File: src/rtl/req_router.sv
module req_router #(
  parameter int CHANNELS = 8,
  parameter int SOURCES  = 64,
  localparam int PER_BANK = CHANNELS / 2,
  localparam int OFF_W    = (PER_BANK > 1) ? $clog2(PER_BANK) : 1,
  localparam int SEL_W    = 6
) (
  input  logic                clk,
  input  logic                rst_n,
  input  logic                cfg_we,
  input  logic                cfg_bank,
  input  logic [OFF_W-1:0]    cfg_offs,
  input  logic [7:0]          cfg_wdata,
  output logic [7:0]          cfg_rdata,
  input  logic [SOURCES-1:0]  src_req,
  output logic [CHANNELS-1:0] chan_req
);

  logic [CHANNELS-1:0] en_q;
  logic [SEL_W-1:0]    sel_q [CHANNELS];
  logic [CHANNELS-1:0] hit;
  logic [CHANNELS-1:0] picked;
  logic [63:0]         src_wide;

  assign src_wide = 64'(src_req);

  for (genvar c = 0; c < CHANNELS; c++) begin : g_chan
    localparam int BANK = c / PER_BANK;
    localparam int OFFS = c % PER_BANK;

    assign hit[c]    = (cfg_bank == 1'(BANK)) && (cfg_offs == OFF_W'(OFFS));
    assign picked[c] = (int'(sel_q[c]) < SOURCES) ? src_wide[sel_q[c]] : 1'b0;

    always_ff @(posedge clk or negedge rst_n) begin
      if (!rst_n) begin
        en_q[c]  <= 1'b0;
        sel_q[c] <= '0;
      end else if (cfg_we && hit[c]) begin
        en_q[c]  <= cfg_wdata[7];
        sel_q[c] <= cfg_wdata[SEL_W-1:0];
      end
    end

    always_ff @(posedge clk or negedge rst_n) begin
      if (!rst_n) chan_req[c] <= 1'b0;
      else        chan_req[c] <= en_q[c] & picked[c];
    end

    p_write_lands_r2: assert property (@(posedge clk) disable iff (!rst_n)
      (cfg_we && hit[c]) |=> (en_q[c] == $past(cfg_wdata[7])) && (sel_q[c] == $past(cfg_wdata[5:0])));

    p_hold_no_we_r8: assert property (@(posedge clk) disable iff (!rst_n)
      !cfg_we |=> ($stable(en_q[c]) && $stable(sel_q[c])));

    p_disabled_quiet_r6: assert property (@(posedge clk) disable iff (!rst_n)
      !en_q[c] |=> !chan_req[c]);

    p_follow_src_r5: assert property (@(posedge clk) disable iff (!rst_n)
      (en_q[c] && int'(sel_q[c]) < SOURCES) |=> (chan_req[c] == $past(src_wide[sel_q[c]])));
  end

  always_comb begin
    cfg_rdata = 8'h00;
    for (int c = 0; c < CHANNELS; c++)
      if (hit[c]) cfg_rdata = {en_q[c], 1'b0, sel_q[c]};
  end

  p_one_hit_r4: assert property (@(posedge clk) disable iff (!rst_n) $onehot0(hit));

  p_rsvd_low_r3: assert property (@(posedge clk) disable iff (!rst_n)
    $past(cfg_we) |-> (cfg_rdata[6] == 1'b0));

endmodule

File: config.mk
export PLATFORM = sky130hd
export DESIGN_NAME = req_router
export DESIGN_NICKNAME = d
export VERILOG_FILES = /design/src/rtl/req_router.sv
export SDC_FILE = /design/constraint.sdc
export NUM_CORES = 1
export LEC_CHECK = 0
export CAP_MARGIN = 30
export CORE_MARGIN = 5
export CORE_UTILIZATION = 60
export DETAILED_ROUTE_END_ITERATION = 16
export PLACE_DENSITY_LB_ADDON = 0.12
export RECOVER_POWER = 25
export SLEW_MARGIN = 30
export SYNTH_ARGS = -nofsm -noshare
export SYNTH_HDL_FRONTEND = slang
export SYNTH_SLANG_ARGS = --single-unit
export TNS_END_PERCENT = 20
File: constraint.sdc
create_clock -name clk -period 4.2 [get_ports clk]
set_input_delay 1.26 -clock clk [delete_from_list [all_inputs] [get_ports clk]]
set_output_delay 1.26 -clock clk [all_outputs]
set_load 0.01 [all_outputs]
==> flow_summary_export.csv, run 1 <==
group,metric,value,unit
routing,drt-met1-wl,9.14,mm
clock_network,clk_pin_slew,0.06,ns
routing,top_layer,"met5",
timing,maxSlewHeadroom,-41.1,%
clock_network,cts_buffers,9,
timing,skew,0.00526,ns
pwr,p_per_area,449,nW/um^2
global_route,grt_first_pass_wirelength,40.9,mm
place,port_buffers,91,
place,hpwlAfterDp,19.1,mm
setup_path,required,2.94,ns
cells_and_area,fillers,755,
routing,routedWlPerCell,36.1,um
routing,wl_met3,4.38,mm
timing,rsz0062_at_grt,"no",
global_route,overflow,0,
clock_network,clockBufferDepth,2,
floorplanning,die_height,119,um
hold_path,hold_path.class,"flip-flop to flip-flop",
cells_and_area,layout.nets,681,
floorplanning,die_x,119,um
setup_path,endpoint,"cfg_rdata[1]",
cells_and_area,synthToLayoutAreaGrowth,19.6,%
global_route,grt_pass1_vias,6424,
floorplanning,core,11500,sq um
setup_path,crit_path_end_kind,"output pin",
routing,wl_met2,12.5,mm
synth,synth.yosys.seq_area_share,22.5,%
routing,drc_errors,0,
pwr,irDropWorstVdd,0.000430,V
global_route,antenna_found_initial,1,
setup_path,path_class,"input pin to output pin",
routing,post_drt_via_cell_ratio,8.58,
setup_path,critPathLaunchType,"input pin",
routing,vias,6446,
floorplanning,die-area,14100,sq um
synth,ys_ff_latch,64,
timing,worst_slew_pin_slew,2.12,ns
clock_network,cts_root_buffer,"clkbuf_16",
setup_path,crit_arrival,2.89,ns
timing,fin_crit,4.15,ns
setup_path,slowest_stage,"mux4_2",
synth,syn_avg_cell_area,13.6,sq um
cells_and_area,drive_gt1_share,41.6,%
setup_path,crit_path_start,"cfg_offs[0]",
status,violations,"max-capacitance violations, max-slew violations",
cells_and_area,layout.cells.non_filler,751,
routing,first_pass_iters,6,
setup_path,reg2reg_slack,1.47,ns
synth,synth_warnings,0,
routing,drt_iter0_drc,1292,
cells_and_area,num_antenna_cells,0,
floorplanning,start_util,61.8,%
place,place_inst,727,
run,max-cap-violations,1,
clock_network,cts_tree,"built",
clock_network,hold_buffers,0,
setup_path,cpPeakStageDelay,0.50,ns
floorplanning,ios,94,
synth,syn_nets,603,
place,gp_congestion,1.05,
synth,netlist_area,7120,sq um
synth,synth.distinct_cells,41,
floorplanning,rows,39,
clock_network,clk_latency,0.33,ns
synth,syn_inst,525,
timing,hold_viol_final,0,
status,status,"complete, but fails checks",
clock_network,clock_sinks,64,
setup_path,r2r_cells,6,
timing,fin_crit_sh,98.8,%
pwr,power.leakage,0.00305,uW
global_route,grt_usage,38.8,%
routing,antenna_left,0,
routing,wl,27.1,mm
setup_path,r2r_end,"chan_req[7]",
setup_path,path_cells,"clkdlybuf4s15_1 > bufbuf_16 > mux4_2 > mux2_2 > dlygate4sd2_1",
setup_path,worst-path-max-fanout,6,
timing,final_max_slew_viol_count,37,
cells_and_area,final_util,73.9,%
global_route,grt_max_degree,37,
clock_network,h-tree-depth,3,
timing,setup_viol,0,
timing,timing.hold.ws,0.609,ns
setup_path,reg2reg_from,"sel_q[0]",
timing,max_clock_freq,241,MHz
## synthesized netlist by cell type
| cell type | number | area share (%) |
|---|---|---|
| buf_1 | 4 | 0.21 |
| a22oi_1 | 10 | 1.1 |
| nand3_1 | 25 | 1.8 |
| a41o_1 | 1 | 0.14 |
| inv_1 | 1 | 0.053 |
| buf_6 | 2 | 0.32 |
| clkbuf_1 | 33 | 1.7 |
| mux4_2 | 136 | 43 |
| buf_2 | 13 | 0.91 |
| nor3_2 | 2 | 0.28 |
| nor3_1 | 5 | 0.35 |
| nor3b_1 | 7 | 0.74 |
| or4b_1 | 1 | 0.14 |
| a21o_1 | 1 | 0.11 |
| o211ai_1 | 1 | 0.11 |
| a211oi_1 | 1 | 0.11 |
| nor4_1 | 1 | 0.088 |
| o21ai_0 | 3 | 0.21 |
| nand4_1 | 11 | 0.97 |
| nand4b_1 | 5 | 0.61 |
| nand2_1 | 21 | 1.1 |
| o2111ai_1 | 6 | 0.74 |
| o311ai_0 | 1 | 0.12 |
| o31ai_1 | 2 | 0.21 |
| nor3b_2 | 2 | 0.35 |
| mux4_1 | 6 | 2.2 |
| buf_4 | 7 | 0.74 |
| nand3b_1 | 10 | 1.1 |
| nor2_1 | 11 | 0.58 |
| nand2b_1 | 1 | 0.088 |
| a2111oi_0 | 4 | 0.49 |
| a21boi_0 | 2 | 0.21 |
| conb_1 | 1 | 0.053 |
| dfrtp_1 | 64 | 22 |
| nor4b_1 | 3 | 0.37 |
| a31oi_1 | 3 | 0.26 |
| a221oi_1 | 3 | 0.37 |
| nor2b_1 | 19 | 1.7 |
| mux2i_1 | 23 | 3.2 |
| a21oi_1 | 9 | 0.63 |
| mux2_2 | 64 | 10 |
## stage by stage
stage | area (sq um) | setup WS, ns | setup TNS [ns] | power, uW
after floorplan | 7120 | 0.596 | 0 | 2300
after global placement | 8140 | -0.297 | -1.94 | 2960
after detailed placement | 8140 | -0.316 | -2.09 | 3010
after CTS | 8520 | 0.0481 | 0 | 3760
after global routing | 8520 | 0.0107 | 0 | 3960
final | 8520 | 0.0485 | 0 | 3830
## cell families (layout without fill, tap and decap cells)
| logic type | Yosys count | in the layout | share of synthesized area, % |
|---|---|---|---|
| compound gates | 47 | 47 | 4.76 |
| other cells | 1 | 1 | 0.0527 |
| simple gates | 124 | 124 | 10.2 |
| mux | 229 | 229 | 58.6 |
| flops | 64 | 64 | 22.5 |
| buf+inv | 60 | 143 | 3.97 |
## state kept, by name, indices dropped and copies added, names as in the netlist
| name | flops |
|---|---|
| sel_q | 48 |
| chan_req | 8 |
| en_q | 8 |
## where the power goes
group	internal [uW]	total (uW)	switching, uW
Sequential	761	1080	316
Combinational	1080	2000	918
Clock	461	752	291
## cell usage in the layout (no fill, tap or decap), types with 6 or more instances in the layout
cell	instances
dfrtp_1	64
nand3_1	25
clkbuf_16	9
mux2i_1	23
nor2_1	11
nor3b_1	7
mux2_2	64
a22oi_1	10
clkdlybuf4s50_1	81
buf_4	31
a21oi_1	9
dlygate4sd2_1	8
nand3b_1	10
mux4_2	136
nand4_1	11
o2111ai_1	6
nor2b_1	19
mux4_1	6
nand2_1	21
## worst max-delay path: cells and delay by family
family / cells / cell delay (ns)
buffers and inverters: 3 / 0.85
multiplexers: 2 / 0.79
## cell type report
type                       count  area [sq um]  area share, %
clock buffer                  10           229           2.69
clock inverter                 6          70.1          0.823
inverter                       1          3.75         0.0441
multi-input combinational    401          5240           61.5
sequential                    64          1600           18.8
tap                          143           179           2.10
timing repair buffer         126          1190           14.0
## how the worst min path moves through the flow
stage | startpoint | to | slack, ns | depth (start not counted)
after global routing | sel_q[23] | sel_q[23] | 0.63 | 1
after detailed placement | sel_q[23] | sel_q[23] | 0.58 | 1
after CTS | sel_q[23] | sel_q[23] | 0.60 | 1
final | en_q[4] | en_q[4] | 0.61 | 1
after floorplan | sel_q[23] | chan_req[4] | 0.51 | 2
after global placement | en_q[4] | en_q[4] | 0.57 | 1
## metal layers
metal | GRT usage, % | up-vias
met5 | 0 | -
met4 | 12.2 | 2
li1 | - | 2407
met1 | 54.6 | 3185
met2 | 58.7 | 737
met3 | 12.1 | 115
## what timing repair did
item                       CTS  global route
cloned                       1             0
hold endpoints to repair     0             0
setup endpoints to repair    7             3
setup buffers                7             0
gates resized for setup     10             1
Power figures use the tool's default switching activity.
==> run 2: changes to the inputs <==
TNS_END_PERCENT = not set   (was 20)
==> results of run 2 <==
Same layout as run 1: the final DEF is identical, and so are final timing and power.
